### src/rtl/intc_latch.sv
module intc_latch #(
  parameter int N    = 32,
  parameter int MODE = 1
) (
  input  logic         clk,
  input  logic         rst_n,
  input  logic [N-1:0] irq_in,
  input  logic         reg_sel,
  input  logic         reg_we,
  input  logic [N-1:0] reg_wdata,
  output logic [N-1:0] reg_rdata,
  output logic         cpu_irq
);
  localparam logic [N-1:0] ALL1 = '1;

  logic [N-1:0] s1, s2, status_q, status_d, mask_q;
  logic         irq_q;
  logic         stat_wr;

  assign stat_wr = reg_we && reg_sel;

  always_ff @(posedge clk or negedge rst_n)
    if (!rst_n) begin
      s1 <= '0;
      s2 <= '0;
    end else begin
      s1 <= irq_in;
      s2 <= s1;
    end

  generate
    if (MODE == 0) begin : g_follow
      assign status_d = s2;
    end else if (MODE == 1) begin : g_edge
      logic [N-1:0] s3, clr;
      always_ff @(posedge clk or negedge rst_n)
        if (!rst_n) s3 <= '0;
        else        s3 <= s2;
      assign clr      = stat_wr ? reg_wdata : '0;
      assign status_d = (status_q & ~clr) | (s2 & ~s3);
    end else begin : g_latch
      logic [N-1:0] keep;
      assign keep     = stat_wr ? reg_wdata : ALL1;
      assign status_d = (status_q & keep) | s2;
    end
  endgenerate

  always_ff @(posedge clk or negedge rst_n)
    if (!rst_n) begin
      status_q <= '0;
      mask_q   <= '0;
      irq_q    <= 1'b0;
    end else begin
      status_q <= status_d;
      if (reg_we && !reg_sel) mask_q <= reg_wdata;
      irq_q    <= |(status_q & mask_q);
    end

  assign reg_rdata = reg_sel ? status_q : mask_q;
  assign cpu_irq   = irq_q;
endmodule

### config.mk
export PLATFORM = sky130hd
export DESIGN_NAME = intc_latch
export DESIGN_NICKNAME = d
export VERILOG_FILES = /design/src/rtl/intc_latch.sv
export SDC_FILE = /design/constraint.sdc
export NUM_CORES = 1
export LEC_CHECK = 0
export BUFFER_PORTS_ARGS = -buffer_cell sky130_fd_sc_hd__buf_2
export CAP_MARGIN = 40
export CORE_ASPECT_RATIO = 1.1
export CORE_MARGIN = 1
export CORE_UTILIZATION = 36
export DETAILED_ROUTE_END_ITERATION = 8
export HOLD_SLACK_MARGIN = 0.02
export PLACE_DENSITY_LB_ADDON = 0.15
export SYNTH_ARGS = -nofsm -noshare
export SYNTH_HDL_FRONTEND = slang
export SYNTH_SLANG_ARGS = --single-unit
### constraint.sdc
create_clock -name clk -period 1.25 [get_ports clk]
set_clock_uncertainty 0.05 [all_clocks]
set_input_delay 0.0625 -clock clk [delete_from_list [all_inputs] [get_ports clk]]
set_output_delay 0.0625 -clock clk [all_outputs]
set_load 0.01 [all_outputs]
==> flow_summary.rst, run 1 <==
.. list-table::
   :header-rows: 1

   * - Metric
     - Value
   * - Crit-path max FO
     - 2
   * - Metal-1 WL
     - ~5400 um
   * - Initial Utilization
     - 0.3727
   * - F_max
     - between 0.6 and 0.7 GHz
   * - Post-synthesis sequential area ratio
     - 0.7125
   * - Floorplan Core Area
     - around 0.015 mm^2
   * - Max layer used
     - met4
   * - Crit start category
     - flip-flop
   * - CTS tree
     - done
   * - Number of nets in the finished design
     - ~680
   * - Dominant delay contributor by cell family on the critical path
     - simple AND/OR/NAND/NOR gates
   * - Number of global-route vias before repair
     - between 3,000 and 4,000
   * - Violated checks
     - setup timing
   * - Worst reg2reg path startpoint
     - mask_q[16]
   * - Later-pin clock latency in the skew report
     - about 0.42 ns
   * - Count of cells along the worst register-to-register path
     - 3
   * - Std cell rows
     - 47
   * - Synthesized net count
     - ~420
   * - Measured slew at the worst slew-check pin
     - 0.4355 ns
   * - Critical Path AT
     - about 1.7 ns
   * - Clock input transition at the sequential cells of the worst setup and hold paths
     - around 0.060 ns
   * - Via Count
     - between 3,000 and 4,000
   * - Finished Layout Cells
     - just over 800
   * - Worst ir drop on vdd
     - approximately 0.86 mV
   * - HP Class
     - in2async
   * - Warnings, synthesis
     - 0
   * - # fillers
     - between 1,000 and 1,500
   * - Worst hold margin
     - about 0.089 ns
   * - Sequential cell area in the final layout
     - between 0.004 and 0.005 mm^2
   * - Library cell used as clock root buffer
     - sky130_fd_sc_hd__clkbuf_16
   * - Critical Path Start
     - mask_q[16]
   * - DRC violations left
     - 0
   * - Mean post-synth cell area
     - ~16 um^2
   * - Antenna diodes
     - 0
   * - Critical path data required time
     - ~1.5 ns
   * - Summed area of non-filler cells in the final layout
     - 0.008788 mm^2
   * - DIE WIDTH
     - 121.5 um
   * - Area overhead of the layout relative to synthesis
     - 55.43%
   * - Die extent in y
     - roughly 130 um
   * - Sort of element at the end of the critical path
     - flip-flop
   * - Number of clock buffers inserted by TritonCTS
     - 17
   * - Hold Violations, Final
     - 0
   * - Antenna violations before repair
     - 0
   * - Final number of max-transition violations
     - 0
   * - Power Dens Cells
     - about 1500 mW/mm^2
   * - Crit path time final
     - roughly 1.5 ns
   * - GRT Residual Overflow
     - 0
   * - Worst path slowest cell
     - sky130_fd_sc_hd__or4_1
   * - Number of nets with antenna violations after detailed routing
     - 0
   * - Total negative slack
     - -6.119 ns
   * - Multi-input combinational cell area
     - approximately 0.0016 mm^2
   * - Via-per-instance ratio
     - approximately 4.4
   * - Setup violations, final
     - 33
   * - Wire length per cell after detailed routing
     - approximately 15 um
   * - Run status
     - complete, but fails checks
   * - Share of the cycle needed by the critical path after routing
     - 1.186
   * - Maximum buffer depth of the clock tree
     - 2
   * - Wire length on met3
     - ~460 um
   * - Die area
     - 0.01621 mm^2
   * - Series of cell instances along the critical path
     - a22oi_2 > nand4_1 > or4_1
   * - Setup Crit Path Kind
     - reg2reg
   * - Cell leakage power
     - 0.004307 uW
   * - Post-detailed-placement cell area
     - around 0.0069 mm^2
   * - R2r setup slk
     - -0.23 ns
   * - Tightest slew margin relative to the limit
     - 0.7097
   * - Fraction of final layout cells with drive strength greater than 1
     - 0.4540
   * - Post-synth cell types
     - 14
   * - Buffers added on ports
     - 100
   * - Detail Route met2 WL
     - 6280 um
   * - Post-Syn Area
     - around 0.0057 mm^2
   * - Pin count of the biggest net entering global routing
     - 44
   * - DP Cell Count
     - roughly 710
   * - Buffers and inverters on the worst path
     - 0
   * - Total clock sinks
     - roughly 160
   * - Gpl congestion
     - ~0.73
   * - Wire length of the first global-routing pass
     - roughly 20,000 um
   * - Count of routing violations after the opening detailed-route iteration
     - around 120
   * - Dpl ws
     - -0.2801 ns
   * - Number of iterations in the first detailed-routing pass
     - 5
   * - RSZ-0062 raised after global routing
     - yes
   * - Count of pins on the block boundary
     - around 100
   * - H-tree depth
     - 4
   * - Delay of the slowest critical-path stage
     - approximately 0.50 ns
   * - Least setup slack across all paths after layout
     - -0.2322 ns
   * - Drt total wl
     - between 10,000 and 15,000 um
   * - Terminus of the critical flop-to-flop path
     - cpu_irq
   * - Half-perimeter wire length after detailed placement
     - roughly 7900 um
   * - GRT Overall Usage
     - 0.1662
   * - Number of synthesized register bits
     - around 160
   * - Max-cap violations
     - 0
   * - Post-synthesis instance total
     - between 300 and 400
-- report_power, final --
part	internal [uW]	switching [uW]
Combinational	1620	802
Clock	3210	1980
Sequential	5640	280
-- routing by layer --
metal,vias to the layer above,GRT usage
li1,1723,-
met1,1781,0.2110
met2,66,0.2702
met3,13,0.04580
met4,0,0.06173
met5,-,0
-- worst max-delay path by stage --
stage | to | cells after the start | slack [ns]
2_1_floorplan | cpu_irq | 3 | -0.06
3_3_place_gp | cpu_irq | 3 | -0.28
3_5_place_dp | cpu_irq | 3 | -0.28
4_1_cts | cpu_irq | 3 | -0.23
5_1_grt | cpu_irq | 3 | -0.27
6_report | cpu_irq | 3 | -0.23
-- cells in the mapped netlist --
master | count | area (um^2)
sky130_fd_sc_hd__mux2_2 | 34 | 382.9
sky130_fd_sc_hd__nand2b_4 | 1 | 13.76
sky130_fd_sc_hd__a22o_1 | 32 | 280.3
sky130_fd_sc_hd__nand4_1 | 4 | 25.02
sky130_fd_sc_hd__buf_6 | 5 | 56.30
sky130_fd_sc_hd__or4_1 | 1 | 7.510
sky130_fd_sc_hd__nand2_1 | 32 | 120.1
sky130_fd_sc_hd__mux2_4 | 30 | 450.4
sky130_fd_sc_hd__buf_2 | 4 | 20.02
sky130_fd_sc_hd__inv_1 | 32 | 120.1
sky130_fd_sc_hd__buf_4 | 3 | 22.52
sky130_fd_sc_hd__dfrtp_1 | 161 | 4029
sky130_fd_sc_hd__and2_1 | 1 | 6.260
sky130_fd_sc_hd__a22oi_1 | 16 | 120.1
-- registers in the layout, indices dropped and copies added (netlist names) --
| register | cells |
|---|---|
| s1 | 32 |
| s2 | 32 |
| g_edge.s3 | 32 |
| cpu_irq | 1 |
| status_q | 32 |
| mask_q | 32 |
-- cells by family after synthesis --
kind of cell    Yosys count  synth area share
compound gates           48           0.07081
mux                      64            0.1474
buf+inv                  44           0.03873
simple gates             39           0.03054
flops                   161            0.7125
-- cell type report --
cell class / count / area share
Clock buffer: 20 / 0.05196
Clock inverter: 11 / 0.01566
Inverter: 32 / 0.01367
Multi-Input combinational cell: 151 / 0.1777
Sequential cell: 161 / 0.4584
Tap cell: 196 / 0.02790
Timing Repair Buffer: 244 / 0.2547
-- what timing repair did --
item,CTS,global route
hold buffers,65,0
resized for setup,107,14
endpoints found under the hold margin,257,0
endpoints found under the setup margin,33,33
setup buffers,5,5
pin swaps,3,4
-- placed cells by master (no fill, tap or decap), drive strengths merged --
cell	instances
buf	179
dfrtp	161
dlygate4sd3	65
mux2	64
inv	32
nand2	32
a22o	32
clkbuf	20
a22oi	16
clkinv	5
nand4	4
bufinv	3
clkinvlp	3
and2	1
or4	1
nand2b	1
-- stage by stage --
stage                       util  power (uW)
after CTS                 0.5731       13620
after floorplan                -        6708
after global placement    0.4565        7660
after global routing      0.5793       14140
final                     0.5793       13540
after detailed placement  0.4565        7693
Power figures use the tool's default switching activity.
==> run 2: changes to the inputs <==
Settings changed: CAP_MARGIN 40 to not set, SETUP_SLACK_MARGIN set to 0.02.
Clock period 1.25 ns to 1.9 ns, I/O delays scaled along.
==> run 2 against run 1 <==
Net effect: the flow now finishes without violations; clock power is 35% lower; worst hold slack better by 0.070 ns; sequential share of layout area is 6.8 points higher; setup slack improved by 0.54 ns; final area down 13%; wire length is 5.3% lower; first-iteration DRC count up 11%; critical path depth stayed put; maximum frequency shrank 7.0%; power fell by 39%; register-to-register slack gained 0.54 ns.
==> flow_summary.rst, run 2 (synthesis gave the netlist of run 1 again) <==
.. list-table::
   :header-rows: 1

   * - Metric
     - Value
   * - Run status
     - completed
   * - Worst ir drop on vdd
     - 0.5468 mV (-36%)
   * - Antenna violations before repair
     - 0 (unchanged)
   * - Crit-path max FO
     - 3 (+1)
   * - Critical Path AT
     - 1.83 ns (+0.11 ns)
   * - Gpl congestion
     - 0.7010 (-4.3%)
   * - Count of pins on the block boundary
     - 101 (unchanged)
   * - Antenna diodes
     - 0 (unchanged)
   * - Critical Path Start
     - status_q[23]
   * - Max-cap violations
     - 0 (unchanged)
   * - GRT Residual Overflow
     - 0 (unchanged)
   * - Number of nets in the finished design
     - 603 (-11%)
   * - Count of routing violations after the opening detailed-route iteration
     - 128 (+11%)
   * - Drt total wl
     - 11,600 um (-5.3%)
   * - Maximum buffer depth of the clock tree
     - 2 (unchanged)
   * - DP Cell Count
     - 647 (-8.7%)
   * - Number of nets with antenna violations after detailed routing
     - 0 (unchanged)
   * - Initial Utilization
     - 0.3727 (unchanged)
   * - Wire length of the first global-routing pass
     - 18,930 um (-5.3%)
   * - Worst reg2reg path startpoint
     - status_q[23]
   * - Number of global-route vias before repair
     - 3,587 (-7.3%)
   * - # fillers
     - 1,329 (+7.4%)
   * - Finished Layout Cells
     - 744 (-8.7%)
   * - Final standard cell utilization of the core
     - 0.5045 (-0.07480)
   * - Final number of max-transition violations
     - 0 (unchanged)
   * - Net switching power
     - 1885 uW (-38%)
   * - CTS tree
     - done
   * - GRT Overall Usage
     - 0.1583 (-0.007914)
   * - Via-per-instance ratio
     - 4.551 (+3.5%)
   * - Buffers added on ports
     - 100 (unchanged)
   * - Measured slew at the worst slew-check pin
     - 0.5299 ns (+0.09439 ns)
   * - Clk network pwr share
     - 0.411 (+0.028)
   * - Fraction of final layout cells with drive strength greater than 1
     - 0.3686 (-0.08534)
   * - Multi-input combinational cell area
     - 0.001406 mm^2 (-9.9%)
   * - F_max
     - 0.6271 GHz (-7.0%)
   * - Total negative slack
     - 0 ns (+6.119 ns)
   * - DRC violations left
     - 0 (unchanged)
   * - Library cell used as clock root buffer
     - sky130_fd_sc_hd__clkbuf_16
   * - Die area
     - 0.01621 mm^2 (unchanged)
   * - Quantity of gates resized following cts
     - 0 (-100%)
   * - Hold Violations, Final
     - 0 (unchanged)
   * - RSZ-0062 raised after global routing
     - no
   * - Via Count
     - 3,386 (-5.5%)
   * - Setup bufs post-CTS
     - 0 (-5)
   * - Number of clock buffers inserted by TritonCTS
     - 17 (unchanged)
   * - Floorplan Core Area
     - 0.01517 mm^2 (unchanged)
   * - Number of iterations in the first detailed-routing pass
     - 4 (-1)
   * - DIE WIDTH
     - 121.5 um (unchanged)
   * - Post-CTS Hold Fix Bufs
     - 65 (unchanged)
   * - Later-pin clock latency in the skew report
     - 0.42 ns (about the same)
   * - Setup violations, final
     - 0 (-100%)
   * - Total internal power
     - 6334 uW (-40%)
   * - Total clock sinks
     - 161 (unchanged)
   * - Crit start category
     - flip-flop
   * - Setup Crit Path Kind
     - reg2reg
   * - Die extent in y
     - 133.4 um (unchanged)
   * - Wire length per cell after detailed routing
     - 15.59 um (+3.8%)
   * - Share of power burned in combinational logic
     - 0.115 (-0.064)
   * - H-tree depth
     - 4 (unchanged)
   * - HP Class
     - in2async
   * - Crit path time final
     - 1.595 ns (+0.1124 ns)
   * - Half-perimeter wire length after detailed placement
     - 7267 um (-7.6%)
   * - Critical path data required time
     - 2.14 ns (+0.65 ns)
   * - Clock input transition at the sequential cells of the worst setup and hold paths
     - 0.06 ns (about the same)
   * - Cell leakage power
     - 0.003655 uW (-15%)
   * - Power Dens Cells
     - 1074 mW/mm^2 (-30%)
   * - Sort of element at the end of the critical path
     - flip-flop
   * - Switching share of total power
     - 0.2293 (+0.003355)
   * - Leading cell type in the layout, fill and taps excluded
     - sky130_fd_sc_hd__dfrtp_1
   * - Sequential cell area in the final layout
     - 0.004029 mm^2 (unchanged)
   * - Area overhead of the layout relative to synthesis
     - 35.36%
   * - Tightest slew margin relative to the limit
     - 0.6467 (-0.06292)
   * - Fraction of power consumed by sequential logic
     - 0.474 (+0.036)
   * - Count of cells along the worst register-to-register path
     - 3 (unchanged)
   * - Most used cells in the layout excluding fill and tap cells
     - sky130_fd_sc_hd__dfrtp_1 (161), sky130_fd_sc_hd__buf_2 (99), sky130_fd_sc_hd__dlygate4sd3_1 (65)
   * - Std cell rows
     - 47 (unchanged)
   * - Worst hold margin
     - 0.1593 ns (+0.06978 ns)
   * - Share of the cycle needed by the critical path after routing
     - 0.8393 (-0.3465)
   * - Pin count of the biggest net entering global routing
     - 54 (+23%)
-- run 2: cell count changes in the layout (fill, tap and decap cells not counted), moves of 4 or more --
cell,delta
sky130_fd_sc_hd__a22oi_1,+7
sky130_fd_sc_hd__a22oi_2,-7
sky130_fd_sc_hd__buf_12,-4
sky130_fd_sc_hd__buf_2,+32
sky130_fd_sc_hd__buf_4,-18
sky130_fd_sc_hd__buf_6,-82
sky130_fd_sc_hd__mux2_2,+32
sky130_fd_sc_hd__mux2_4,-32
-- run 2: per-layer routing --
layer / routed length (um) / vias up / GRT usage
met5: 0 / - / 0
met4: 191 / 0 / 0.06173
met3: 393 / 16 / 0.04495
met2: 5629 / 66 / 0.2468
met1: 5384 / 1726 / 0.2082
li1: - / 1578 / -
-- run 2: path summary, 6_finish.rpt --
kind	to	slack [ns]
worst max-delay path	cpu_irq	0.31
worst min-delay path	s1[6]	0.16
worst max register to register	cpu_irq	0.31
worst min register to register	s2[23]	0.29
max in group asynchronous	s1[26]	1.03
min in group clk	mask_q[6]	0.23
-- run 2: area by class of cell --
cell class / instances / area share
Sequential cell: 161 / 0.5264
Inverter: 32 / 0.01569
Tap cell: 196 / 0.03204
Clock inverter: 9 / 0.01373
Clock buffer: 23 / 0.06376
Multi-Input combinational cell: 151 / 0.1838
Timing Repair Buffer: 172 / 0.1646
-- run 2: stage by stage --
stage               setup slack (ns)  cell area (um^2)  total power, uW
floorplan                     0.5841              5654             4413
global placement              0.3065              6410             4795
detailed placement            0.2994              6410             4814
CTS                           0.2908              7654             8342
global route                  0.2521              7654             8588
finish                        0.3054              7654             8219
-- run 2: power by group through the flow --
stage	combinational [uW]	clock (uW)	sequential, uW
after floorplan	519	0	3890
after global placement	855	0	3940
after detailed placement	860	0	3950
after CTS	971	3480	3900
after global routing	1040	3610	3930
final	948	3380	3900
-- run 2: critical path, stage by stage (launching register included) --
cell	delay, ns
sky130_fd_sc_hd__dfrtp_1	0.40
sky130_fd_sc_hd__a22oi_1	0.24
sky130_fd_sc_hd__nand4_1	0.22
sky130_fd_sc_hd__or4_1	0.55
